==> src/rtl/i2c_pipe_pkg.sv <==
`timescale 1ns/1ps
package i2c_pipe_pkg;
  localparam int BYTE_W = 8;

  localparam logic [4:0] OFS_OWN = 5'h00;
  localparam logic [4:0] OFS_DIV = 5'h04;
  localparam logic [4:0] OFS_CTL = 5'h08;
  localparam logic [4:0] OFS_STA = 5'h0C;
  localparam logic [4:0] OFS_DAT = 5'h10;
  localparam logic [4:0] OFS_FLT = 5'h14;

  localparam int CB_EN  = 7;
  localparam int CB_IEN = 6;
  localparam int CB_MST = 5;
  localparam int CB_TX  = 4;
  localparam int CB_NAK = 3;
  localparam int CB_RS  = 2;

  localparam int SB_PEND = 1;
  localparam logic [7:0] CTL_KEEP = 8'hF9;

  typedef enum logic [2:0] {CMD_NONE, CMD_START, CMD_STOP, CMD_RSTART, CMD_BYTE} cmd_e;
  typedef enum logic [2:0] {ST_IDLE, ST_START, ST_HOLD, ST_BIT, ST_STOP, ST_RSTART} eng_st_e;
endpackage

==> src/rtl/i2c_pipe_tick.sv <==
`timescale 1ns/1ps
module i2c_pipe_tick #(
  parameter int DIV_W = 8
) (
  input  logic             clk,
  input  logic             rst_n,
  input  logic             run,
  input  logic [DIV_W-1:0] div,
  output logic             tick
);
  logic [DIV_W-1:0] cnt_q, cnt_d;

  always_comb begin
    tick  = run && (cnt_q >= div);
    cnt_d = cnt_q;
    if (!run || tick) cnt_d = '0;
    else              cnt_d = cnt_q + DIV_W'(1);
  end

  always_ff @(posedge clk or negedge rst_n) begin
    if (!rst_n) cnt_q <= '0;
    else        cnt_q <= cnt_d;
  end
endmodule

==> src/rtl/i2c_pipe_engine.sv <==
`timescale 1ns/1ps
module i2c_pipe_engine
  import i2c_pipe_pkg::*;
#(
  parameter int NBITS = BYTE_W
) (
  input  logic             clk,
  input  logic             rst_n,
  input  logic             clr,
  input  logic             tick,
  input  cmd_e             cmd,
  input  logic [NBITS-1:0] tx_byte,
  input  logic             tx_mode,
  input  logic             nack,
  input  logic             sda_in,
  output logic             take,
  output logic             byte_done,
  output logic [NBITS-1:0] rx_byte,
  output logic             ack_n,
  output logic             was_tx,
  output logic             in_byte,
  output logic             scl_oe,
  output logic             sda_oe
);
  localparam int BIT_W = $clog2(NBITS + 1);
  localparam logic [BIT_W-1:0] LAST = BIT_W'(NBITS);

  eng_st_e          st_q, st_d;
  logic [1:0]       ph_q, ph_d;
  logic [BIT_W-1:0] bit_q, bit_d;
  logic [NBITS-1:0] sh_q, sh_d;
  logic             tx_q, tx_d, nak_q, nak_d, ackn_q, ackn_d;
  logic             scl_q, scl_d, sda_q, sda_d, done_q, done_d;
  logic             last;

  assign last = (bit_q == LAST);
  assign take = !clr && (((cmd == CMD_START) && (st_q == ST_IDLE)) ||
                         ((cmd inside {CMD_STOP, CMD_RSTART, CMD_BYTE}) && (st_q == ST_HOLD)));

  always_comb begin
    st_d = st_q; ph_d = ph_q; bit_d = bit_q; sh_d = sh_q;
    tx_d = tx_q; nak_d = nak_q; ackn_d = ackn_q;
    scl_d = scl_q; sda_d = sda_q; done_d = 1'b0;
    if (clr) begin
      st_d = ST_IDLE; ph_d = '0; bit_d = '0; scl_d = 1'b0; sda_d = 1'b0;
    end else if (take) begin
      ph_d = '0;
      case (cmd)
        CMD_START:  st_d = ST_START;
        CMD_STOP:   st_d = ST_STOP;
        CMD_RSTART: st_d = ST_RSTART;
        default: begin
          st_d = ST_BIT; bit_d = '0; sh_d = tx_byte; tx_d = tx_mode; nak_d = nack;
        end
      endcase
    end else if (tick) begin
      ph_d = ph_q + 2'd1;
      case (st_q)
        ST_START:
          if (ph_q == 2'd0) sda_d = 1'b1;
          else begin scl_d = 1'b1; st_d = ST_HOLD; end
        ST_BIT:
          case (ph_q)
            2'd0: sda_d = last ? (!tx_q && !nak_q) : (tx_q && !sh_q[NBITS-1]);
            2'd1: scl_d = 1'b0;
            2'd2: if (last) ackn_d = sda_in;
                  else      sh_d = {sh_q[NBITS-2:0], sda_in};
            default: begin
              scl_d = 1'b1;
              if (last) begin st_d = ST_HOLD; done_d = 1'b1; end
              else bit_d = bit_q + BIT_W'(1);
            end
          endcase
        ST_STOP:
          case (ph_q)
            2'd0: sda_d = 1'b1;
            2'd1: scl_d = 1'b0;
            default: begin sda_d = 1'b0; st_d = ST_IDLE; end
          endcase
        ST_RSTART:
          case (ph_q)
            2'd0: sda_d = 1'b0;
            2'd1: scl_d = 1'b0;
            2'd2: sda_d = 1'b1;
            default: begin scl_d = 1'b1; st_d = ST_HOLD; end
          endcase
        default: ph_d = '0;
      endcase
    end
  end

  always_ff @(posedge clk or negedge rst_n) begin
    if (!rst_n) begin
      st_q <= ST_IDLE; ph_q <= '0; bit_q <= '0; sh_q <= '0;
      tx_q <= 1'b0; nak_q <= 1'b0; ackn_q <= 1'b0;
      scl_q <= 1'b0; sda_q <= 1'b0; done_q <= 1'b0;
    end else begin
      st_q <= st_d; ph_q <= ph_d; bit_q <= bit_d; sh_q <= sh_d;
      tx_q <= tx_d; nak_q <= nak_d; ackn_q <= ackn_d;
      scl_q <= scl_d; sda_q <= sda_d; done_q <= done_d;
    end
  end

  assign byte_done = done_q;
  assign rx_byte   = sh_q;
  assign ack_n     = ackn_q;
  assign was_tx    = tx_q;
  assign in_byte   = (st_q == ST_BIT);
  assign scl_oe    = scl_q;
  assign sda_oe    = sda_q;

  // data edge under a released clock only while forming START/STOP
  assert_sda_scl_low_R11: assert property (@(posedge clk) disable iff (!rst_n)
    (!scl_q && $past(!scl_q) && (sda_q != $past(sda_q)) && !$past(clr))
      |-> ($past(st_q) inside {ST_START, ST_STOP, ST_RSTART}));

  // the clock line only moves on a quarter-period tick
  assert_scl_on_tick_R2: assert property (@(posedge clk) disable iff (!rst_n)
    ((scl_q != $past(scl_q)) && !$past(clr)) |-> $past(tick));
endmodule

==> src/rtl/i2c_pipe_master.sv <==
`timescale 1ns/1ps
module i2c_pipe_master
  import i2c_pipe_pkg::*;
#(
  parameter int DIV_W = 8
) (
  input  logic        clk,
  input  logic        rst_n,
  input  logic [4:0]  reg_addr,
  input  logic        reg_wr,
  input  logic        reg_rd,
  input  logic [7:0]  reg_wdata,
  output logic [7:0]  reg_rdata,
  output logic        irq,
  input  logic        scl_in,
  input  logic        sda_in,
  output logic        scl_oe,
  output logic        sda_oe
);
  logic rs_meta, rs_q;
  always_ff @(posedge clk or negedge rst_n) begin
    if (!rst_n) begin rs_meta <= 1'b0; rs_q <= 1'b0; end
    else        begin rs_meta <= 1'b1; rs_q <= rs_meta; end
  end

  logic [7:0]       own_q, own_d, flt_q, flt_d, ctl_q, ctl_d, dat_q, dat_d;
  logic [DIV_W-1:0] div_q, div_d;
  logic             mif_q, mif_d, rxak_q, rxak_d, busy_q, busy_d;
  logic             scl_p, sda_p;
  cmd_e             pend_q, pend_d;

  logic             en, tick, take, done, ackn, was_tx, in_byte;
  logic [BYTE_W-1:0] rx_byte;
  logic             wr_ctl, wr_dat, wr_sta, rd_dat;

  assign en     = ctl_q[CB_EN];
  assign wr_ctl = reg_wr && (reg_addr == OFS_CTL);
  assign wr_dat = reg_wr && (reg_addr == OFS_DAT);
  assign wr_sta = reg_wr && (reg_addr == OFS_STA);
  assign rd_dat = reg_rd && (reg_addr == OFS_DAT);

  i2c_pipe_tick #(.DIV_W(DIV_W)) u_tick (
    .clk(clk), .rst_n(rs_q), .run(en), .div(div_q), .tick(tick));

  i2c_pipe_engine #(.NBITS(BYTE_W)) u_eng (
    .clk(clk), .rst_n(rs_q), .clr(!en), .tick(tick), .cmd(pend_q),
    .tx_byte(dat_q), .tx_mode(ctl_q[CB_TX]), .nack(ctl_q[CB_NAK]), .sda_in(sda_in),
    .take(take), .byte_done(done), .rx_byte(rx_byte), .ack_n(ackn), .was_tx(was_tx),
    .in_byte(in_byte), .scl_oe(scl_oe), .sda_oe(sda_oe));

  always_comb begin
    own_d = own_q; flt_d = flt_q; ctl_d = ctl_q; dat_d = dat_q; div_d = div_q;
    mif_d = mif_q; rxak_d = rxak_q; busy_d = busy_q; pend_d = pend_q;
    if (take) pend_d = CMD_NONE;
    if (!en) begin mif_d = 1'b0; rxak_d = 1'b0; pend_d = CMD_NONE; end
    if (reg_wr && (reg_addr == OFS_OWN)) own_d = reg_wdata;
    if (reg_wr && (reg_addr == OFS_FLT)) flt_d = reg_wdata;
    if (reg_wr && (reg_addr == OFS_DIV)) div_d = reg_wdata[DIV_W-1:0];
    if (wr_sta && !reg_wdata[SB_PEND]) mif_d = 1'b0;
    if (wr_ctl) begin
      ctl_d = reg_wdata & CTL_KEEP;
      if (reg_wdata[CB_EN] && reg_wdata[CB_MST] && !ctl_q[CB_MST]) pend_d = CMD_START;
      else if (en && ctl_q[CB_MST] && !reg_wdata[CB_MST])          pend_d = CMD_STOP;
      else if (en && ctl_q[CB_MST] && reg_wdata[CB_RS])            pend_d = CMD_RSTART;
    end
    if (wr_dat) begin
      dat_d = reg_wdata;
      if (en && ctl_q[CB_MST] && ctl_q[CB_TX]) pend_d = CMD_BYTE;
    end
    if (rd_dat && en && ctl_q[CB_MST] && !ctl_q[CB_TX]) pend_d = CMD_BYTE;
    if (done && en) begin
      mif_d = 1'b1;
      if (was_tx) rxak_d = ackn;
      else        dat_d  = rx_byte;
    end
    if (scl_in && scl_p) begin
      if (sda_p && !sda_in)      busy_d = 1'b1;
      else if (!sda_p && sda_in) busy_d = 1'b0;
    end
  end

  always_ff @(posedge clk or negedge rs_q) begin
    if (!rs_q) begin
      own_q <= '0; flt_q <= '0; ctl_q <= '0; dat_q <= '0; div_q <= '0;
      mif_q <= 1'b0; rxak_q <= 1'b0; busy_q <= 1'b0; pend_q <= CMD_NONE;
      scl_p <= 1'b1; sda_p <= 1'b1;
    end else begin
      own_q <= own_d; flt_q <= flt_d; ctl_q <= ctl_d; dat_q <= dat_d; div_q <= div_d;
      mif_q <= mif_d; rxak_q <= rxak_d; busy_q <= busy_d; pend_q <= pend_d;
      scl_p <= scl_in; sda_p <= sda_in;
    end
  end

  always_comb begin
    case (reg_addr)
      OFS_OWN: reg_rdata = own_q;
      OFS_DIV: reg_rdata = 8'(div_q);
      OFS_CTL: reg_rdata = ctl_q;
      OFS_STA: reg_rdata = {!(in_byte || (pend_q == CMD_BYTE)), 1'b0, busy_q, 3'b000, mif_q, rxak_q};
      OFS_DAT: reg_rdata = dat_q;
      OFS_FLT: reg_rdata = flt_q;
      default: reg_rdata = 8'h00;
    endcase
  end

  assign irq = mif_q && ctl_q[CB_IEN];

  // the pending flag only rises after a finished byte, never after START/STOP
  assert_pend_after_byte_R4: assert property (@(posedge clk) disable iff (!rs_q)
    $rose(mif_q) |-> $past(done));

  // the pending flag only falls on a status write of 0 or on disable
  assert_pend_clear_R9: assert property (@(posedge clk) disable iff (!rs_q)
    $fell(mif_q) |-> ($past(wr_sta && !reg_wdata[SB_PEND]) || $past(!en)));

  // bus busy rises only after this master pulled the data line
  assert_busy_start_R3: assert property (@(posedge clk) disable iff (!rs_q)
    $rose(busy_q) |-> $past(sda_oe));

  // disabling releases both lines on the next edge
  assert_disable_release_R10: assert property (@(posedge clk) disable iff (!rs_q)
    !en |=> (!scl_oe && !sda_oe));
endmodule

==> config.mk <==
export PLATFORM = sky130hd
export DESIGN_NAME = i2c_pipe_master
export DESIGN_NICKNAME = d
export VERILOG_FILES = /design/src/rtl/i2c_pipe_pkg.sv /design/src/rtl/i2c_pipe_tick.sv /design/src/rtl/i2c_pipe_engine.sv /design/src/rtl/i2c_pipe_master.sv
export SDC_FILE = /design/constraint.sdc
export NUM_CORES = 1
export LEC_CHECK = 0
export BUFFER_PORTS_ARGS = -buffer_cell sky130_fd_sc_hd__buf_2
export CAP_MARGIN = 5
export CORE_MARGIN = 2
export CORE_UTILIZATION = 40
export CTS_BUF_LIST = sky130_fd_sc_hd__clkbuf_2 sky130_fd_sc_hd__clkbuf_4 sky130_fd_sc_hd__clkbuf_8
export DETAILED_ROUTE_END_ITERATION = 6
export MAX_ROUTING_LAYER = met4
export PLACE_DENSITY = 0.64
export SYNTH_ARGS = -nofsm -noshare
export SYNTH_HDL_FRONTEND = slang
export SYNTH_HIERARCHICAL = 1
export SYNTH_SLANG_ARGS = --single-unit
==> constraint.sdc <==
create_clock -name clk -period 6.05 [get_ports clk]
set_clock_uncertainty 0.15 [all_clocks]
set_input_delay 1.21 -clock clk [delete_from_list [all_inputs] [get_ports clk]]
set_output_delay 1.21 -clock clk [all_outputs]
set_load 0.005 [all_outputs]
* After elaboration in Yosys (flattened, before gate mapping)
Index checks and enable logic that the tools add are counted. W data, S select, Z words.
Cells by class: equal/unequal tests 42, $lt $le $gt $ge 1, add/subtract/negate cells 3, bitwise logic cells 2, multiplexer cells 71, reduce and logical (&&, ||, !) cells 64
Operators with widths (count):
- $mux W8 | 10
- $mux W3 | 17
- $pmux W8 S6 | 1
- $logic_and A1 B1 Y1 | 28
- $mux W4 | 7
- $mux W1 | 25
- $reduce_and A6 Y1 | 3
- $ne A4 B4 Y1 const B | 4
- $ne A3 B3 Y1 const B | 5
- $reduce_and A7 Y1 | 2
- $eq A3 B2 Y1 const B | 4
- $ne A3 B2 Y1 const B | 4
- $pmux W3 S4 | 1
- $logic_not A1 Y1 | 11
- $eq A5 B4 Y1 const B | 2
- $eq A5 B5 Y1 const B | 2
- $eq A3 B3 Y1 const B | 3
- $ne A3 B1 Y1 const B | 3
- $pmux W3 S3 | 1
- $add A8 B1 Y8 const B | 1
- $ge A8 B8 Y1 | 1
- $mux W2 | 4
- $ne A4 B2 Y1 const B | 2
- $reduce_bool A2 Y1 | 4
- 27 further kinds | 38
Storage, ports and cells: bits of input ports 19, output and inout port bits 11, register bits after elaboration 79, logic and storage cells 207

* Logic depth before layout (Yosys ltp)
word-level depth 14, mapped depth 12, depth with buffers taken out 10

* Modules after synthesis
The synthesis kept the hierarchy.
By module, submodules not included:
- i2c_pipe_master | area each 2362.3 um^2, cells each 218, sequential area each 1203.7 um^2, times used 1
- i2c_pipe_engine | area each 1425.1 um^2, cells each 152, sequential area each 575.6 um^2, times used 1
- i2c_pipe_tick | area each 578.1 um^2, cells each 59, sequential area each 200.2 um^2, times used 1

* Least setup slack after synthesis
OpenSTA, ideal clock, no wires.
path kind input -> output, start point input port reg_addr[2], end point output port reg_rdata[0], arrival 2011 ps, required time 4690 ps, buffers on the path 1, stages 4, setup slack 2679 ps, cell sequence buf_4 > mux4_2 > nand2_1 > o21ai_1
Between the ends: longest elaborated chain between the ends 2, elaborated cells between the ends (all ways) 7, those cells by class 5 x eq/ne; 1 x mux; 1 x reduce/logical
RTL lines:
- start: declaration | line i2c_pipe_master.sv:9 | input logic [4:0] reg_addr,
- $eq A5 B5 Y1 (tied with other cells) | line i2c_pipe_master.sv:95 | case (reg_addr)
- $pmux W8 S6 * | line i2c_pipe_master.sv:95
- end: declaration | line i2c_pipe_master.sv:13 | output logic [7:0] reg_rdata,
Every way passes the cells marked *; elsewhere a longest branch is shown, timed or not.

* Worst setup path in the final report
start point input port reg_addr[4], end point output port reg_rdata[7]
Same word-level chain as after synthesis.

==> results.md <==
- The flow ran to the end, and the final reports show no timing, DRC or antenna violations.
- Of the total power, the share spent switching nets is 0.2919.
- The achievable frequency is 0.2426 GHz.
- After synthesis, the largest family of logic cells by area is simple AND/OR/NAND/NOR gates.
- In this run, synthesis inferred 0 flip-flops with an integrated enable.
- The synthesized-area fraction occupied by xor and xnor cells is 0.01605.
- Of the total power, the clock network draws 0.337.
- Setup violations remaining at the end of the flow were counted as 0.
- The number of stages on the worst setup path is 5.
- The max-slew violation count was 0.
- In this run the static leakage power is around 2.2 nW.
- The die is between 100 and 150 um tall.
- For this run, the detailed router's first-pass iteration total came to 4.
- The number of global-route vias before repair is 3210.
- The layout has 1063 filler cells.
- The post-detailed-routing wire length is ~9800 um.
- For this run, the post-layout net count is between 400 and 500.
- The post-synthesis to final-layout area growth is 10.26%.
- The layer flagged by global routing as most heavily used is met2.
- The worst setup path is of the input port to output pin kind.
- The starting utilization of the core area is 0.4063.
- After detailed routing, the number of remaining DRC violations is 0.
- The endpoint of the worst-slack reg-to-reg timing path is u_eng/rx_byte[6].
- Port buffering added 29 buffers.
- The worst pin sits at a relative slew slack of 0.3513.
- The worst endpoint data arrival time is 2.76 ns.
- The root buffer cell is sky130_fd_sc_hd__clkbuf_8.
- TritonCTS built the clock tree.
- Setup repair after global routing left no endpoint under its margin.
- Synthesis inferred 79 register bits.
- The post-CTS resize count is 0.
- The core area is between 10000 and 15000 sq um.
- Across every metal layer, demand over resource in global routing totals 0.1880.
- The H-tree generated during clock tree synthesis spans 3 levels.
- The number of hold-slack violations in the final timing report was 0.
- The global-route wire length before repair is between 15000 and 20000 um.
- The met1 demand-to-capacity share in global routing is 0.2653.
- The detailed-placement wirelength estimate is 7190 um.
- In this run the worst setup path terminates at reg_rdata[7].
- The initial antenna violation count is 0.
- For this run, global-route usage on met3 was measured as 0.03134.
- The critical-path cell with the highest stage delay is sky130_fd_sc_hd__nor3_2.
- The slew of the pin with the lowest slew margin is 0.9730 ns.
- The repair_antennas step left the layout with diodes totalling 0.
- For this design the ratio of total power to cell area is 277.7 nW/um^2.
- Walking the worst path, the cells encountered are buf_2 -> nor3_2 -> and2_1 -> a221o_1 -> buf_2.
- At the placement stage, the worst setup path has a slack of 1.977 ns.
- After technology mapping, the gate count stands at roughly 430.
- The CTS clock-pin slew for the worst setup and hold paths is 0.08 ns.
- The data required time of the critical path is 4.69 ns.
- The floorplan has 38 rows.
- The total number of yosys warnings is 6.
- Of the total power, combinational logic draws 0.164.
- Max-cap violations in this run came to 0.
- The share of the clock period used by the worst path after layout is 0.6812.
- The number of buffers and inverters on the critical path is 2.
- Using the TritonRoute via totals, the vias-per-cell ratio works out to 5.357.
- Measured on the finished design, the core utilization comes to 0.4480.
- The worst register-to-register path has a depth of 10.
- The worst setup path is captured at an output pin.
- 30 I/O pins were placed.
- The delay of the slowest cell on the worst path is 0.77 ns.
- The number of setup buffers added after CTS is 0.
- Synthesis instantiated a little under 70 different standard cells from the library.
- The pin count of the biggest net entering global routing is 78.
- The first routing iteration left 200 violations.
- For met2 alone, demand over resource in global routing was 0.2786.
- In this run, CTS created clock tree buffers numbering 9.
- At the end of routability-driven placement, the weighted congestion stood at 0.9139.
- The floorplan step defined a die boundary enclosing 11770 sq um.
- The internal portion of the total power is 0.0009466 W.
- The worst voltage drop across the vdd grid is approximately 0.15 mV.
- The count of vias placed by the detailed router is 3209.
- Clock latency on the worst-skew pair, taken at its later pin, is approximately 0.35 ns.
- Measured against the total synthesized area, the mux share comes to 0.1184.
- In the synthesized netlist the async set-or-reset flop fraction comes to 1.000.
- Of the total synthesized cell area, the portion taken by AND, OR, NAND and NOR gates is 0.1966.
- Of the total synthesized cell area, the portion taken by full adders, half adders and majority gates is 0.04586.
- For flop-to-flop paths, the worst setup slack is around 3.3 ns.
- The final antenna-violating net count is 0.
- Global routing finished with a remaining overflow of 0.
- Of the total power, registers draw 0.498.
- The fraction of the mapped netlist area in compound gates is 0.1253.
- The type of origin of the critical path is an input port.
- The clock passes through at most 2 buffers.
- The per-instance average area after synthesis is 10.18 sq um.
- After routing, the total negative slack on setup checks comes to 0 ns.
- The critical path starts at reg_addr[4].
- Counting every net in the synthesized netlist gives 464.
- The path type of the worst min-delay path is flip-flop to flip-flop.
- The die is 108.5 um wide.
- The critical path's top delay family is simple AND/OR/NAND/NOR gates.
- For this run, the register share of the synthesized area comes to 0.4534.
- In this run the critical register-to-register path is launched from div_q[4].
- For the finished layout, the period the worst path requires is 4.121 ns.
- In the synthesized netlist the dominant register cell turns out to be sky130_fd_sc_hd__dfrtp_1.
- The cell occurring most often along the worst timing path is sky130_fd_sc_hd__buf_2.
- In the post-route analysis, the smallest setup slack over all paths is 1.929 ns.
- The maximum fanout along the worst path is 12.
- The analysis attributes to net switching a power of 0.0003902 W.
- The clock net in this run drives a total of 79 sinks.
- The post-synthesis instance area is ~4400 sq um.
- The cts-stage hold buffer count is 0.
- In the final routed layout, each cell accounts on average for between 15 and 20 um.
- In the final layout, the share of cells above drive strength 1 is 0.1460.
[power by group through the flow]
stage | clock [W] | sequential [W] | combinational (W)
3_5_place_dp | 0 | 0.000677 | 0.000221
6_report | 0.000451 | 0.000666 | 0.000220
5_1_grt | 0.000485 | 0.000678 | 0.000246
4_1_cts | 0.000460 | 0.000667 | 0.000222
2_1_floorplan | 0 | 0.000646 | 0.000177
3_3_place_gp | 0 | 0.000674 | 0.000213
[cell usage in the layout, fill, tap and decap left out, types with 7 or more instances in the layout]
master	instances
sky130_fd_sc_hd__a21oi_1	20
sky130_fd_sc_hd__o21ai_0	8
sky130_fd_sc_hd__inv_1	22
sky130_fd_sc_hd__nor2_1	40
sky130_fd_sc_hd__mux2_1	24
sky130_fd_sc_hd__a31oi_1	12
sky130_fd_sc_hd__nand2_1	62
sky130_fd_sc_hd__dfrtp_1	76
sky130_fd_sc_hd__o21ai_1	7
sky130_fd_sc_hd__nand3_1	8
sky130_fd_sc_hd__clkbuf_8	11
sky130_fd_sc_hd__buf_2	29
sky130_fd_sc_hd__ha_1	16
sky130_fd_sc_hd__mux2i_1	19
[sequential cells by signal (all words and copies together), names as in the netlist, 2 cells and up]
register and flops:
u_eng/st_q 3, dat_q 8, u_tick/cnt_q 8, u_eng/rx_byte 8, div_q 8, flt_q 8, own_q 8, ctl_q 6
u_eng/bit_q 4, pend_q 3, u_eng/ph_q 2
[layout make-up]
cell class                      instances  area [sq um]  share of cell area
Clock inverter                          5         80.08             0.01664
Sequential cell                        79          1983              0.4120
Multi-Input combinational cell        313          2196              0.4562
Inverter                               22         82.58             0.01716
Clock buffer                           11         151.4             0.03145
Tap cell                              140         175.2             0.03639
Timing Repair Buffer                   29         145.1             0.03015
[Yosys cell counts, types with 2 or more instances]
library cell	number	area [sq um]
sky130_fd_sc_hd__nand3b_1	2	15.01
sky130_fd_sc_hd__a211oi_1	3	22.52
sky130_fd_sc_hd__or2_1	2	12.51
sky130_fd_sc_hd__a31oi_1	12	75.07
sky130_fd_sc_hd__mux2i_1	19	190.2
sky130_fd_sc_hd__o21a_1	2	15.01
sky130_fd_sc_hd__nand3_1	8	40.04
sky130_fd_sc_hd__dfstp_2	2	52.55
sky130_fd_sc_hd__nor2b_1	3	18.77
sky130_fd_sc_hd__buf_4	8	60.06
sky130_fd_sc_hd__buf_2	2	10.01
sky130_fd_sc_hd__and3b_1	4	35.03
sky130_fd_sc_hd__and2_1	6	37.54
sky130_fd_sc_hd__a221o_1	2	20.02
sky130_fd_sc_hd__o21ai_1	7	35.03
sky130_fd_sc_hd__nor3_1	5	25.02
sky130_fd_sc_hd__nor3b_1	2	15.01
sky130_fd_sc_hd__a32oi_1	2	17.52
sky130_fd_sc_hd__mux2_1	24	270.3
sky130_fd_sc_hd__a21o_1	2	15.01
sky130_fd_sc_hd__a21oi_1	20	100.1
sky130_fd_sc_hd__a22oi_1	6	45.04
sky130_fd_sc_hd__and3_1	5	31.28
sky130_fd_sc_hd__nor2_1	40	150.1
sky130_fd_sc_hd__o21ai_0	8	40.04
sky130_fd_sc_hd__mux4_2	2	45.04
sky130_fd_sc_hd__or3_1	3	18.77
sky130_fd_sc_hd__clkbuf_1	3	11.26
sky130_fd_sc_hd__ha_1	16	200.2
sky130_fd_sc_hd__nand3_4	3	52.55
sky130_fd_sc_hd__nand2_1	62	232.7
sky130_fd_sc_hd__inv_1	22	82.58
sky130_fd_sc_hd__xnor2_1	2	17.52
sky130_fd_sc_hd__nand2b_1	4	25.02
sky130_fd_sc_hd__xor2_1	6	52.55
sky130_fd_sc_hd__dfrtp_1	77	1927
[per-layer routing]
metal  up-vias  share of wire
met2        67           0.47
li1       1560              -
met3        10          0.034
met1      1572           0.48
met4         0          0.016
met5         -              0
[stage by stage]
step	total power [W]	instances	hold WS [ns]	cell area, sq um
2_1_floorplan	0.0008238	429	0.1812	4365
3_3_place_gp	0.0008874	583	0.1895	4582
3_5_place_dp	0.0008973	583	0.1847	4582
4_1_cts	0.001349	599	0.2044	4813
5_1_grt	0.001409	599	0.2094	4813
6_report	0.001337	599	0.2021	4813
[worst min-delay path by stage]
stage | startpoint | endpoint | depth (start not counted)
after CTS | rs_meta | rs_q | 0
final | rs_meta | rs_q | 0
after global routing | rs_meta | rs_q | 0
after detailed placement | rs_meta | rs_q | 0
after floorplan | rs_meta | rs_q | 0
after global placement | rs_meta | rs_q | 0
[kinds of logic after synthesis]
group,Yosys count
simple gates,162
flops,79
xor+xnor,8
buf+inv,37
fa+ha+maj,16
other cells,1
compound gates,80
mux,46
(Power assumes the default switching activity.)
